File: src/rtl/ecap_pkg.sv
package ecap_pkg;

  typedef struct packed {
    logic invert;
    logic pad_en;
    logic cap_en;
    logic rise_ie;
    logic fall_ie;
    logic rise_reload;
    logic fall_reload;
    logic cascade;
  } ecap_cfg_t;

  // Pad gating happens before inversion.
  function automatic logic condition_input(logic pin, logic pad_en, logic invert);
    return (pin & pad_en) ^ invert;
  endfunction

  // Sticky flag update: a set always wins over a clear.
  function automatic logic sticky_next(logic cur, logic set, logic clr);
    return set | (cur & ~clr);
  endfunction

endpackage

File: src/rtl/ecap_sync_edge.sv
module ecap_sync_edge #(
  parameter int STAGES = 2
) (
  input  logic clk,
  input  logic rst_n,
  input  logic din,
  output logic rise,
  output logic fall
);
  // sh[0..STAGES-1] form the synchronizer, sh[STAGES] holds the previous value.
  logic [STAGES:0] sh;

  always_ff @(posedge clk or negedge rst_n) begin
    if (!rst_n) sh <= '0;
    else        sh <= {sh[STAGES-1:0], din};
  end

  assign rise =  sh[STAGES-1] & ~sh[STAGES];
  assign fall = ~sh[STAGES-1] &  sh[STAGES];
endmodule

File: src/rtl/ecap_counter.sv
module ecap_counter #(
  parameter int HALF_W = 16
) (
  input  logic                clk,
  input  logic                rst_n,
  input  logic                run,
  input  logic                cascade,
  input  logic                reload,
  input  logic [HALF_W-1:0]   period_lo,
  input  logic [HALF_W-1:0]   period_hi,
  output logic [2*HALF_W-1:0] count
);
  localparam int CW = 2 * HALF_W;

  function automatic logic [CW-1:0] next_count(
    logic [CW-1:0] cur, logic [HALF_W-1:0] plo, logic [HALF_W-1:0] phi,
    logic go, logic casc, logic rl);
    logic [CW-1:0] per;
    logic [CW-1:0] nxt;
    per = casc ? {phi, plo} : {{HALF_W{1'b0}}, plo};
    if (rl)              nxt = per;
    else if (!go)        nxt = cur;
    else if (cur == '0)  nxt = per;
    else                 nxt = cur - 1'b1;
    if (!casc) nxt[CW-1:HALF_W] = '0;
    return nxt;
  endfunction

  always_ff @(posedge clk or negedge rst_n) begin
    if (!rst_n) count <= '0;
    else        count <= next_count(count, period_lo, period_hi, run, cascade, reload);
  end
endmodule

File: src/rtl/ecap_flag.sv
module ecap_flag (
  input  logic clk,
  input  logic rst_n,
  input  logic set,
  input  logic clr,
  output logic ind,
  output logic ovr
);
  import ecap_pkg::*;

  logic ovr_set;
  assign ovr_set = set & ind & ~clr;

  always_ff @(posedge clk or negedge rst_n) begin
    if (!rst_n) begin
      ind <= 1'b0;
      ovr <= 1'b0;
    end else begin
      ind <= sticky_next(ind, set, clr);
      ovr <= ovr_set | (ovr & ~clr);
    end
  end
endmodule

File: src/rtl/edge_capture_unit.sv
module edge_capture_unit #(
  parameter int HALF_W = 16,
  parameter int SYNC_STAGES = 2,
  localparam int CW = 2 * HALF_W
) (
  input  logic              clk,
  input  logic              rst_n,
  input  logic              cap_pin,
  input  logic              cfg_invert,
  input  logic              cfg_pad_en,
  input  logic              cfg_cap_en,
  input  logic              cfg_rise_ie,
  input  logic              cfg_fall_ie,
  input  logic              cfg_rise_reload,
  input  logic              cfg_fall_reload,
  input  logic              cfg_cascade,
  input  logic              cnt_run,
  input  logic [HALF_W-1:0] period_lo,
  input  logic [HALF_W-1:0] period_hi,
  input  logic              clr_rise_ind,
  input  logic              clr_fall_ind,
  input  logic              clr_irq,
  output logic [CW-1:0]     count,
  output logic [CW-1:0]     rise_latch,
  output logic [CW-1:0]     fall_latch,
  output logic              rise_ind,
  output logic              fall_ind,
  output logic              rise_ovr,
  output logic              fall_ovr,
  output logic              cap_irq
);
  import ecap_pkg::*;

  ecap_cfg_t cfg;
  assign cfg = '{invert: cfg_invert, pad_en: cfg_pad_en, cap_en: cfg_cap_en,
                 rise_ie: cfg_rise_ie, fall_ie: cfg_fall_ie,
                 rise_reload: cfg_rise_reload, fall_reload: cfg_fall_reload,
                 cascade: cfg_cascade};

  // Named internal events, also observed by the checker.
  logic cond_in;
  logic rise_edge, fall_edge;
  logic rise_cap, fall_cap;
  logic reload_hit;
  logic irq_set;

  assign cond_in = condition_input(cap_pin, cfg.pad_en, cfg.invert);

  ecap_sync_edge #(.STAGES(SYNC_STAGES)) u_sync (
    .clk(clk), .rst_n(rst_n), .din(cond_in), .rise(rise_edge), .fall(fall_edge)
  );

  assign rise_cap   = rise_edge & cfg.cap_en;
  assign fall_cap   = fall_edge & cfg.cap_en;
  assign reload_hit = (rise_cap & cfg.rise_reload) | (fall_cap & cfg.fall_reload);
  assign irq_set    = (rise_cap & cfg.rise_ie) | (fall_cap & cfg.fall_ie);

  ecap_counter #(.HALF_W(HALF_W)) u_cnt (
    .clk(clk), .rst_n(rst_n), .run(cnt_run), .cascade(cfg.cascade),
    .reload(reload_hit), .period_lo(period_lo), .period_hi(period_hi), .count(count)
  );

  // Index 0 serves rising edges, index 1 falling edges.
  logic [1:0]          evt;
  logic [1:0]          clr_v;
  logic [1:0]          ind_v;
  logic [1:0]          ovr_v;
  logic [1:0][CW-1:0]  latch_v;

  assign evt   = {fall_cap, rise_cap};
  assign clr_v = {clr_fall_ind, clr_rise_ind};

  for (genvar e = 0; e < 2; e++) begin : g_edge
    ecap_flag u_flag (
      .clk(clk), .rst_n(rst_n), .set(evt[e]), .clr(clr_v[e]),
      .ind(ind_v[e]), .ovr(ovr_v[e])
    );

    always_ff @(posedge clk or negedge rst_n) begin
      if (!rst_n)      latch_v[e] <= '0;
      else if (evt[e]) latch_v[e] <= count;
    end
  end

  always_ff @(posedge clk or negedge rst_n) begin
    if (!rst_n) cap_irq <= 1'b0;
    else        cap_irq <= sticky_next(cap_irq, irq_set, clr_irq);
  end

  assign rise_latch = latch_v[0];
  assign fall_latch = latch_v[1];
  assign rise_ind   = ind_v[0];
  assign fall_ind   = ind_v[1];
  assign rise_ovr   = ovr_v[0];
  assign fall_ovr   = ovr_v[1];
endmodule

File: config.mk
export PLATFORM = sky130hd
export DESIGN_NAME = edge_capture_unit
export DESIGN_NICKNAME = d
export VERILOG_FILES = /design/src/rtl/ecap_pkg.sv /design/src/rtl/ecap_sync_edge.sv /design/src/rtl/ecap_counter.sv /design/src/rtl/ecap_flag.sv /design/src/rtl/edge_capture_unit.sv
export SDC_FILE = /design/constraint.sdc
export NUM_CORES = 1
export LEC_CHECK = 0
export BUFFER_PORTS_ARGS = -buffer_cell sky130_fd_sc_hd__clkbuf_2
export CAP_MARGIN = 20
export CORE_ASPECT_RATIO = 0.6
export CORE_UTILIZATION = 52
export CTS_CLUSTER_DIAMETER = 50
export DETAILED_ROUTE_END_ITERATION = 6
export PLACE_DENSITY_LB_ADDON = 0.08
export SYNTH_ARGS = -nofsm -noshare
export SYNTH_HDL_FRONTEND = slang
export SYNTH_SLANG_ARGS = --single-unit
File: constraint.sdc
create_clock -name clk -period 2.25 [get_ports clk]
set_input_delay 0.45 -clock clk [delete_from_list [all_inputs] [get_ports clk]]
set_output_delay 0.45 -clock clk [all_outputs]
set_load 0.02 [all_outputs]
==> results.sh <==
export IMPL_status="finished clean"
export IMPL_area_growth_pct=32.1
export IMPL_whs_endpoint="u_sync.sh[0]"
export IMPL_stdcell_count=796
export IMPL_worst_reg_to_reg_setup_slack_ns=0.09
export IMPL_yosys_warnings=0
export IMPL_worst_path_max_fanout=6
export IMPL_worstReg2RegEnd="u_cnt.count[25]"
export IMPL_ys_flop_type="dfrtp_1"
export IMPL_synth_mux_area_fraction_pct=12.6
export IMPL_critPathKind="reg2reg"
export IMPL_drt_vias_per_instance=5.92
export IMPL_antenna_cells=0
export IMPL_max_slew_margin_rel_pct=62.6
export IMPL_wire_per_inst_um=19.3
export IMPL_netlist_instances=468
export IMPL_layout_nets=710
export IMPL_yosys_area_share_xor_xnor_pct=0.170
export IMPL_ys_ff_latch=104
export IMPL_fp_row_count=27
export IMPL_clock_fmax_mhz=462
export IMPL_syn_area_per_cell_um2=11.0
export IMPL_die_area_um2=10300
export IMPL_synth_async_reset_ratio_pct=100
export IMPL_dpl_cell_area_um2=6410
export IMPL_placed_cells=776
export IMPL_tns_ns=0
export IMPL_final_common_cell="clkbuf_2"
export IMPL_routed_wirelength_um=15400
export IMPL_fillers=738
export IMPL_worstSkewPairLatency_ns=0.35
export IMPL_drtAntennaViolNets=0
export IMPL_worst_endpoint_required_ns=2.51
export IMPL_period_share_pct=96.1
export IMPL_final_hold_worst_slack_ns=0.282
export IMPL_netlist_area_leader_share_pct=50.5
export IMPL_slew_viol_final=0
export IMPL_grt_max_degree=52
export IMPL_drt_pass1_iterations=5
export IMPL_detail_route_iter0_violations=326
export IMPL_io_pins=148
export IMPL_weighted_congestion_at_the_end_of_routability_driven_global_placement=0.941
export IMPL_global_route_overflow_total=0
export IMPL_cts_buffers_inserted=9
export IMPL_initial_antenna_violation_count=0
export IMPL_timing_hold_worst_start="cfg_invert"
export IMPL_final_layout_size_suffix_gt1_share_pct=46.1
export IMPL_cts_path_max_buffers=2
export IMPL_first_global_vias=4475
export IMPL_grtUsageTotal_pct=31.2
export IMPL_dieHeight_um=79.1
export IMPL_die_w_um=131
export IMPL_power_density_nw_per_um2=958
export IMPL_complex_gate_fraction_of_the_synthesized_area_pct=13.4
export IMPL_finalInstanceArea_um2=6810
export IMPL_numPortBuffers=147
export IMPL_fp_coreArea_um2=9390
export IMPL_route_detailed_drc=0
export IMPL_yosys_area_share_simple_pct=18.7
export IMPL_setup_worst_path_start_class="flop"
export IMPL_timing_worst_slew_pin_value_ns=0.557
export IMPL_synth_nets=517
export IMPL_final_period_minus_worst_setup_slack_ns=2.16
export IMPL_initial_core_util_pct=54.9
export IMPL_synth_cell_type_count=65
export IMPL_vdd_drop_max_mv=0.495
export IMPL_synth_seq_area_share_pct=50.5
export IMPL_drv_max_cap_violation_count=0
export IMPL_numClockSinks=104
export IMPL_p_leak_nw=3.24
export IMPL_cts_tree="built"
export IMPL_synth_area_leader_cell="dfrtp_1"
export IMPL_clkTransAtPathRegs_ns=0.07
export IMPL_hold_violations=0
export IMPL_synth_edff_count=0
export IMPL_fin_worst_skew_ns=0.00609
export IMPL_post_synth_fa_ha_maj_area_fraction_pct=0.486
export IMPL_rr_startpoint="u_cnt.count[3]"
export IMPL_cp_arrival_ns=2.42
export IMPL_grt_setup_unrepaired="false"
export IMPL_netlist_top_cells_area="dfrtp_1, mux2_2, nand2_1, o21ai_0, nand3_1"
export IMPL_endpoint_kind="flop"
export IMPL_min_path_type="in2reg"
export IMPL_number_of_endpoints_failing_setup_at_the_final_stage=0
export IMPL_detailedPlacementHpwl_um=11300
export IMPL_mostFrequentLayoutCells="clkbuf_2, dfrtp_1, buf_4"
export IMPL_root_buffer="clkbuf_16"
export IMPL_min_path_cells=2
export IMPL_worst_r2r_cell_count=5
export IMPL_grt_pass1_wl_um=23800
export IMPL_vias=4710
export IMPL_synthesis_area_um2=5150
export IMPL_report_power_total_mw=6.52
export IMPL_cts_htree_levels=3
export IMPL_synth_top_family_by_area="simple AND/OR/NAND/NOR gates"
-- critical path, cell delays in order, from the launching register on --
cell      delay, ns
dfrtp_2        0.47
or4_4          0.56
nor2_2         0.19
nand4_1        0.22
or4_1          0.45
o211ai_1       0.18
-- what timing repair did --
action,CTS,global route
resized for setup,2,11
hold buffers,1,0
endpoints found under the hold margin,5,0
buffers inserted,2,1
pin swaps,1,3
setup endpoints to repair,2,27
-- synth_stat cells (3+ instances only) --
cell      instances
a21oi_1          11
a22oi_1           3
a311o_1           3
a31oi_1           8
and3_1            5
buf_2             5
buf_6             5
clkbuf_1         16
dfrtp_1         104
inv_1            14
mux2_2           51
mux2i_1           5
nand2_1          46
nand3_1          25
nand3b_1          3
nand4_1           8
nor2_1           17
nor3_1           10
nor3_2            3
nor4_1            9
nor4_4            3
o211ai_1          7
o21a_1            3
o21ai_0          28
o21ai_1           8
o22a_1            3
o31a_1            3
or3_1             6
or4_1             3
-- where the power goes --
group	switching [mW]	leakage [nW]	total, mW	internal [mW]
Clock	0.704	0.150	1.60	0.899
Sequential	0.337	1.30	2.63	2.29
Combinational	1.38	1.79	2.29	0.910
Total	2.42	3.24	6.52	4.10
-- how the worst max path moves through the flow --
stage / startpoint / endpoint / slack, ns / depth (start not counted)
after CTS: u_cnt.count[1] / u_cnt.count[12] / 0.02 / 9
after global routing: u_cnt.count[3] / u_cnt.count[25] / 0.02 / 5
after detailed placement: u_cnt.count[1] / u_cnt.count[29] / 0.02 / 8
final: u_cnt.count[3] / u_cnt.count[25] / 0.09 / 5
after floorplan: u_cnt.count[0] / u_cnt.count[4] / 0.02 / 7
after global placement: u_cnt.count[1] / u_cnt.count[29] / 0.06 / 8
-- registers in the layout, indices dropped and copies added (netlist names) --
register,flops
g_edge.u_flag.ind,2
rise_latch,32
cap_irq,1
fall_latch,32
u_sync.sh,3
g_edge.u_flag.ovr,2
u_cnt.count,32
-- stage by stage --
| step | setup WS [ns] | utilization [%] |
|---|---|---|
| final | 0.0866 | 72.5 |
| after global routing | 0.0166 | 72.5 |
| after CTS | 0.0195 | 72.0 |
| after detailed placement | 0.0167 | 68.2 |
| after global placement | 0.0629 | 68.2 |
| after floorplan | 0.0217 | - |
-- cells by family after synthesis --
group	count (synthesis)
adder cells (fa/ha/maj)	2
multiplexers	58
AO/OA/AOI/OAI	99
AND/OR/NAND/NOR	161
buffers and inverters	43
XOR/XNOR	1
flip-flops	104
-- area by class of cell --
cell class                 count  area, um2  area share (%)
sequential                   104       2610            38.3
multi-input combinational    321       2380            35.0
timing repair buffer         210       1290            19.0
clock buffer                  10        239            3.51
tap                          130        163            2.39
clock inverter                 6       67.6           0.992
inverter                      15       56.3           0.827
-- routing by layer --
metal,vias to the layer above,track usage [%],wire length (um)
met5,-,0,0
met4,0,9.66,248
met3,20,8.49,1370
met2,256,46.8,6880
met1,2303,44.0,6910
li1,2131,-,-
No activity file was read; power rests on OpenSTA's default activity.
